## config.mk

```make
export PLATFORM = sky130hd
export DESIGN_NAME = cmdwin
export DESIGN_NICKNAME = d
export VERILOG_FILES = /design/src/rtl/cmdwin_pkg.sv /design/src/rtl/cmdwin_decode.sv /design/src/rtl/cmdwin_seq.sv /design/src/rtl/cmdwin.sv
export SDC_FILE = /design/constraint.sdc
export NUM_CORES = 1
export LEC_CHECK = 0
export BUFFER_PORTS_ARGS = -buffer_cell sky130_fd_sc_hd__buf_4
export CAP_MARGIN = 20
export CORE_AREA = 8 8 85 87
export CTS_CLUSTER_DIAMETER = 40
export DETAILED_ROUTE_END_ITERATION = 16
export DIE_AREA = 0 0 93 95
export PLACE_DENSITY = 0.84
export SLEW_MARGIN = 5
export SYNTH_ARGS = -nofsm -noshare
export SYNTH_HDL_FRONTEND = slang
export SYNTH_SLANG_ARGS = --single-unit
```

## constraint.sdc

```tcl
create_clock -name clk -period 3.8 [get_ports clk]
set_input_delay 1.14 -clock clk [delete_from_list [all_inputs] [get_ports clk]]
set_output_delay 1.14 -clock clk [all_outputs]
set_load 0.02 [all_outputs]
```

## src/rtl/cmdwin_pkg.sv

```systemverilog
package cmdwin_pkg;
  localparam int CW_W      = 64;
  localparam int BYTE_W    = 8;
  localparam int DATA_W    = 32;
  localparam int SUB_LO    = 32;
  localparam int SUB_W     = 3;
  localparam int RD_BIT    = 56;
  localparam int OP_LO     = 57;
  localparam int OP_W      = 4;
  localparam int VALID_BIT = 63;
  localparam logic [OP_W-1:0] OP_IREG = 4'd6;

  typedef enum logic [1:0] {SQ_IDLE, SQ_STB, SQ_WAIT} seq_st_e;

  function automatic logic [OP_W-1:0] f_op(input logic [CW_W-1:0] w);
    return w[OP_LO +: OP_W];
  endfunction

  function automatic logic [SUB_W-1:0] f_sub(input logic [CW_W-1:0] w);
    return w[SUB_LO +: SUB_W];
  endfunction

  function automatic logic f_sub_known(input logic [SUB_W-1:0] s);
    return (s != 3'd5) && (s != 3'd6);
  endfunction

  function automatic logic [CW_W-1:0] f_complete(input logic [CW_W-1:0] w,
                                                  input logic hit,
                                                  input logic [BYTE_W-1:0] b);
    logic [CW_W-1:0] r;
    r = w;
    r[VALID_BIT] = 1'b0;
    if (w[RD_BIT])
      r[DATA_W-1:0] = hit ? {{(DATA_W-BYTE_W){1'b0}}, b} : '0;
    return r;
  endfunction
endpackage

```

## src/rtl/cmdwin_decode.sv

```systemverilog
module cmdwin_decode
  import cmdwin_pkg::*;
(
  input  logic [CW_W-1:0]  word,
  output logic [SUB_W-1:0] sub,
  output logic             is_rd,
  output logic             hit
);
  always_comb begin
    sub   = f_sub(word);
    is_rd = word[RD_BIT];
    hit   = (f_op(word) == OP_IREG) && f_sub_known(f_sub(word));
  end
endmodule

```

## src/rtl/cmdwin_seq.sv

```systemverilog
module cmdwin_seq
  import cmdwin_pkg::*;
#(
  parameter int WAIT_CYC = 1
) (
  input  logic clk,
  input  logic rst_n,
  input  logic launch,
  input  logic hit,
  input  logic is_rd,
  output logic stb_wr,
  output logic stb_rd,
  output logic done
);
  localparam int CNT_W = (WAIT_CYC > 1) ? $clog2(WAIT_CYC) : 1;

  seq_st_e          st_q;
  logic [CNT_W-1:0] cnt_q;

  always_ff @(posedge clk) begin
    if (!rst_n) begin
      st_q  <= SQ_IDLE;
      cnt_q <= '0;
    end else begin
      case (st_q)
        SQ_IDLE: if (launch) st_q <= SQ_STB;
        SQ_STB: begin
          st_q  <= SQ_WAIT;
          cnt_q <= CNT_W'(WAIT_CYC - 1);
        end
        SQ_WAIT: begin
          if (cnt_q == '0) st_q <= SQ_IDLE;
          else cnt_q <= cnt_q - 1'b1;
        end
        default: st_q <= SQ_IDLE;
      endcase
    end
  end

  always_comb begin
    stb_wr = (st_q == SQ_STB) && hit && !is_rd;
    stb_rd = (st_q == SQ_STB) && hit && is_rd;
    done   = (st_q == SQ_WAIT) && (cnt_q == '0);
  end

  AST_STB_EXCL: assert property (@(posedge clk) disable iff (!rst_n)
    $onehot0({stb_wr, stb_rd}));
  AST_STB_PULSE: assert property (@(posedge clk) disable iff (!rst_n)
    (stb_wr || stb_rd) |=> !(stb_wr || stb_rd));
endmodule

```

## src/rtl/cmdwin.sv

```systemverilog
module cmdwin
  import cmdwin_pkg::*;
#(
  parameter int WAIT_CYC = 1
) (
  input  logic              clk,
  input  logic              rst_n,
  input  logic              host_wr,
  input  logic [63:0]       host_wdata,
  output logic [63:0]       host_rdata,
  output logic [2:0]        ireg_sel,
  output logic              ireg_wr_stb,
  output logic              ireg_rd_stb,
  output logic [7:0]        ireg_wdata,
  input  logic [7:0]        ireg_rdata
);
  localparam int BUSY_MAX = WAIT_CYC + 1;
  localparam int BC_W     = $clog2(BUSY_MAX + 2);

  logic [CW_W-1:0]  cmd_q;
  logic             valid, accept, launch, done, hit, is_rd;
  logic [SUB_W-1:0] sub;
  logic [BC_W-1:0]  busy_cnt;

  assign valid  = cmd_q[VALID_BIT];
  assign accept = host_wr && !valid;
  assign launch = accept && host_wdata[VALID_BIT];

  cmdwin_decode u_dec (
    .word (cmd_q), .sub (sub), .is_rd (is_rd), .hit (hit)
  );

  cmdwin_seq #(.WAIT_CYC(WAIT_CYC)) u_seq (
    .clk (clk), .rst_n (rst_n), .launch (launch), .hit (hit), .is_rd (is_rd),
    .stb_wr (ireg_wr_stb), .stb_rd (ireg_rd_stb), .done (done)
  );

  always_ff @(posedge clk) begin
    if (!rst_n)      cmd_q <= '0;
    else if (accept) cmd_q <= host_wdata;
    else if (done)   cmd_q <= f_complete(cmd_q, hit, ireg_rdata);
  end

  assign host_rdata = cmd_q;
  assign ireg_sel   = sub;
  assign ireg_wdata = cmd_q[BYTE_W-1:0];

  always_ff @(posedge clk) begin
    if (!rst_n || !valid) busy_cnt <= '0;
    else if (busy_cnt <= BC_W'(BUSY_MAX)) busy_cnt <= busy_cnt + 1'b1;
  end

  AST_BOUNDED_BUSY: assert property (@(posedge clk) disable iff (!rst_n)
    busy_cnt <= BC_W'(BUSY_MAX));
  AST_DONE_CLEARS: assert property (@(posedge clk) disable iff (!rst_n)
    done |=> !host_rdata[63]);
  AST_IGNORE_BUSY: assert property (@(posedge clk) disable iff (!rst_n)
    (host_wr && valid && !done) |=> $stable(host_rdata));
  AST_LAUNCH_STB: assert property (@(posedge clk) disable iff (!rst_n)
    launch |=> ((ireg_wr_stb || ireg_rd_stb) ==
                (host_rdata[60:57] == 4'd6 && ireg_sel != 3'd5 && ireg_sel != 3'd6)));
  AST_NO_STB_UNUSED: assert property (@(posedge clk) disable iff (!rst_n)
    (ireg_wr_stb || ireg_rd_stb) |-> (host_rdata[60:57] == 4'd6 && host_rdata[63]));
  AST_RD_ZERO: assert property (@(posedge clk) disable iff (!rst_n)
    (done && is_rd && !hit) |=> (host_rdata[31:0] == 32'd0));
endmodule

```

**Word level (Yosys, flattened, before mapping)**

Cells that the tools add are included.

- Output and inout port bits: 77
- Logic and storage cells: 39
- Input port bits: 75
- Flip-flop bits (word level): 67

- Eq/ne operators: 7
- Muxes and demuxes: 9
- $add $sub $neg: 1
- Bitwise operators: 1
- Reduce and logical (&&, ||, !) cells: 16

Operators with widths:

| operator | number |
|---|---|
| 64-bit 2-to-1 mux | 2 |
| 32-bit 2-to-1 mux | 1 |
| 1-bit logical AND | 8 |
| 8-bit 2-to-1 mux | 1 |
| 3-bit != test, second input constant | 2 |
| 2-bit case mux with 3 select lines | 1 |
| 2-bit nonzero test | 3 |
| 4-bit by 3-bit equality test with 1-bit output, second input constant | 1 |
| 2-bit 2-to-1 mux | 2 |
| 2-bit != test, second input constant | 2 |
| 2-bit AND reduction | 2 |
| 2-bit by 1-bit equality test with 1-bit output, second input constant | 1 |
| 2-bit equality test, second input constant | 1 |
| 1-bit logical NOT | 2 |
| 2-bit logical NOT | 1 |
| 1-bit case mux with 2 select lines | 1 |
| 1-bit 2-to-1 mux | 1 |
| 1-bit NOT | 1 |
| 1-bit subtractor, second input constant | 1 |

**Longest topological paths before layout**

- Word-level depth: 7
- Mapped depth: 5
- Gate-level depth less buffers: 3

**By module**

Synthesis repeated with hierarchy kept, for this count alone.

- Cells, all modules: 317
- Area total of the unflattened synthesis: 2702.6 um2

By module, submodules not included:

| module | area an instance (um2) | times used | cells an instance | sequential area each (um2) |
|---|---|---|---|---|
| cmdwin | 2549.9 | 1 | 303 | 1281.2 |
| cmdwin_seq | 95.1 | 1 | 7 | 40.0 |
| cmdwin_decode | 57.6 | 1 | 7 | 0.0 |

**Least setup slack after synthesis**

No wires, ideal clock.

- Path kind: reg2out
- Start point: register cmd_q[59], in the netlist host_rdata[59]
- End point: output ireg_wr_stb
- Required time: 2.660 ns
- Setup slack: 1.124 ns
- Buffers on the path: 1
- Data arrival time: 1.536 ns
- Cell stages (with the launch flop): 5
- Cells stage by stage: dfxtp_1 > and4bb_2 > buf_4 > o21ai_1 > nor4_1

- Cells in the longest elaborated chain, start to end: 4

Ends and longest elaborated chain:

| element | line | source |
|---|---|---|
| start: declaration | cmdwin.sv:20 | `logic [CW_W-1:0] cmd_q;` |
| start signal: assignment | cmdwin.sv:40 | `else if (accept) cmd_q <= host_wdata;` |
| start signal: assignment | cmdwin.sv:41 | `else if (done) cmd_q <= f_complete(cmd_q, hit, ireg_rdata);` |
| 4-bit by 3-bit equality test with 1-bit output | cmdwin_decode.sv:12 | `hit = (f_op(word) == OP_IREG) && f_sub_known(f_sub(word));` |
| 1-bit logical AND | cmdwin_decode.sv:12 |  |
| 1-bit logical AND (2 in a row) | cmdwin_seq.sv:41 | `stb_wr = (st_q == SQ_STB) && hit && !is_rd;` |
| end: declaration | cmdwin.sv:12 | `output logic ireg_wr_stb,` |

Every way passes these cells.

**Final worst setup path**

- Start point: register cmd_q[32], in the netlist host_rdata[32]
- End point: output ireg_wr_stb

- Cells in the longest elaborated chain, start to end: 5
- Elaborated cells between the ends (all ways): 6
- Those cells by class: 2 x eq/ne; 4 x reduce/logical

Ends and longest elaborated chain:

| element | line | source |
|---|---|---|
| 3-bit != test | cmdwin_pkg.sv:24 | `return (s != 3'd5) && (s != 3'd6);` |
| 1-bit logical AND * | cmdwin_pkg.sv:24 |  |
| 1-bit logical AND * | cmdwin_decode.sv:12 |  |
| 1-bit logical AND * (2 in a row) | cmdwin_seq.sv:41 |  |

Mark *: on every way between the ends. The rest lies on a longest branch, timed or not.

==> flow_metrics.py <==
metrics = {
    "status": {
        "run_status": "completed",
    },
    "logic_synthesis": {
        "yosys.area_share.simple_pct": 20.6,
        "synth_compound_gate_area_share_pct": 22.2,
        "syn_avg_cell_area_um2": 8.60,
        "async_reset_ff_share_pct": 0,
        "synthFlopType": "dfxtp_1",
        "synth_cells": 320,
        "syn-cell-area_um2": 2750,
        "syn_nets": 395,
        "synthXorXnorAreaFrac_pct": 0.591,
        "yosysUniqueCellTypes": 26,
        "synth-seq-cells": 66,
        "synth_mux_area_share_pct": 0,
        "ys_seq_area_share_pct": 48.0,
        "synth_top_family_by_area": "compound AO/OA/AOI/OAI gates",
        "synth_fa_ha_area_share_pct": 0,
        "synth_edf_count": 0,
        "yosys_warnings": 0,
    },
    "place": {
        "place_congestion": 0.767,
        "hpwl_um": 6290,
        "post-place-cells": 511,
        "port_buffers": 151,
    },
    "clocking": {
        "postCtsSetupBuffers": 0,
        "ctsRootBufferMaster": "clkbuf_8",
        "cts_resized": 0,
        "cts_max_level": 3,
        "clock_path_buffers": 2,
        "clock_sinks": 66,
        "tritoncts": "yes",
        "clkLatencyLatePin_ns": 0.34,
        "path_clk_slew_ns": 0.07,
        "cts-buffers-inserted": 9,
        "hold_buffers": 0,
    },
    "floorplanning": {
        "row_count": 28,
        "die_w_um": 93,
        "core_um2": 5820,
        "die_area_um2": 8840,
        "ios": 152,
        "die_height_um": 95,
        "start_util_pct": 47.3,
    },
    "routing": {
        "vias": 2733,
        "drt_iter0_drc": 134,
        "first_pass_iters": 6,
        "vias_per_cell": 5.19,
        "wl_per_cell_um": 16.3,
        "drt-total-wl_um": 8610,
        "ant_nets": 0,
        "drc_errors": 0,
    },
    "layout": {
        "drive_gt1_share_pct": 38.9,
        "antenna_cells": 0,
        "final_util_pct": 69.2,
        "stdcell_count": 527,
        "fin_nets": 522,
        "syn_to_final_growth_pct": 46.3,
        "n_fill_cell": 488,
    },
    "sta": {
        "timing.final.crit_period_ns": 2.92,
        "max_slew_margin_pct": 47.6,
        "hold_viol": 0,
        "setup-tns-final_ns": 0,
        "fin_crit_sh_pct": 76.9,
        "rsz0062_at_grt": "no",
        "max_slew.worst_pin.slew_ns": 0.786,
        "clock.fmax_mhz": 342,
        "finClkSkew_ns": 0.00799,
        "drv_slew": 0,
        "setup_viol": 0,
    },
    "setup_path": {
        "cpPeakStageDelay_ns": 0.41,
        "cp-end-kind": "output port",
        "cp_max_fo": 9,
        "start_kind": "flip-flop",
        "crit_chain": "xnor2_2 -> o21ai_1 -> nor4_1 -> buf_4",
        "cp.arrival_ns": 1.78,
        "crit_type": "flip-flop to output port",
        "slowest_stage": "xnor2_2",
        "worstPathRequired_ns": 2.66,
    },
    "grt": {
        "grt_max_degree": 67,
        "grt-ovfl-total": 0,
        "grt_use_met2_pct": 33.0,
        "grt_pass1_vias": 2730,
        "grtUsageMet1_pct": 20.2,
        "top_usage_layer": "met2",
        "use_met3_pct": 6.75,
        "antenna_found_initial": 0,
        "grt_use_total_pct": 19.1,
        "grt_pass1_wl_um": 13400,
    },
    "worst_hold_path": {
        "hold_class": "flip-flop to flip-flop",
    },
    "power": {
        "power.density_nw_per_um2": 449,
        "ir_worst_vdd_mv": 0.296,
        "p_leak_uw": 0.00184,
    },
    "run": {
        "maxCapViolations": 0,
    },
}
==> cell families after synthesis <==
group | after synthesis
compound gates | 82
xor+xnor | 1
buf+inv | 41
flops | 66
simple gates | 130
==> worst paths after layout <==
path | start | slack (ns) | cells past startpoint | endpoint
min | host_rdata[52] | 0.45 | 2 | host_rdata[52]
min reg2reg | host_rdata[52] | 0.45 | 2 | host_rdata[52]
max | host_rdata[32] | 0.88 | 4 | ireg_wr_stb
max reg2reg | host_rdata[63] | 1.94 | 4 | host_rdata[29]
==> cell usage after synthesis (2+ instances only) <==
master     instances  area share (%)
o31ai_1            8             2.2
a31oi_1            8             1.8
inv_1              2            0.27
nand3_1           25             4.5
nand2_1           95              13
clkbuf_1           5            0.68
o2111ai_1          8             2.5
a21boi_1          55              15
dfxtp_1           66              48
buf_2             16             2.9
buf_4             17             4.6
==> routing by layer <==
metal / up-vias / routed length, um / part of all wire [%]
met2: 119 / 4200 / 49
met4: 0 / 185 / 2.1
met1: 1258 / 3410 / 40
met5: - / 0 / 0
met3: 16 / 812 / 9.4
li1: 1340 / - / -
==> critical path, delay by kind of cell, from the launching register on <==
family | cells | cell delay, ns
buffers and inverters | 1 | 0.22
xor gates and xnor gates | 1 | 0.41
DFF | 1 | 0.36
AOI/OAI and AO/OA | 1 | 0.16
and+or+nand+nor | 1 | 0.30
==> layout by cell type, fill, tap and decap left out, drive strengths merged, types with 8 or more instances in the layout <==
master / synthesis / routed
a21boi: 56 / 56
dfxtp: 66 / 66
nand3: 25 / 25
o2111ai: 8 / 8
a31oi: 8 / 8
clkbuf: 5 / 9
buf: 33 / 154
nand2: 95 / 95
o31ai: 8 / 8
==> final cells by class <==
type                    count  area (um^2)  area share, %
clock buffers               9          124           3.08
repair buffers            154         1160           28.7
flip-flops and latches     66         1320           32.8
clock inverters             7          116           2.89
well taps                  75         93.8           2.33
multi-input cells         213         1200           29.9
inverters                   3         11.3          0.280
==> where the power goes <==
group          internal [uW]  switching [uW]  total [uW]
sequential               736            30.3         767
combinational            156             178         334
clock                    436             272         708
==> registers in the layout, summed over array words and instances (netlist names) <==
name / cells
host_rdata: 64
u_seq.st_q: 2
==> through the flow <==
stage | setup WS, ns | instance area [um^2] | total power [uW] | hold slack (ns)
finish | 0.878 | 4030 | 1810 | 0.453
global route | 0.755 | 4030 | 1880 | 0.486
CTS | 0.842 | 4030 | 1820 | 0.457
detailed placement | 1.21 | 3790 | 1120 | 0.446
global placement | 1.25 | 3790 | 1110 | 0.441
floorplan | 1.12 | 2750 | 965 | 0.452
Note: power is estimated with default switching activity, not from simulation.
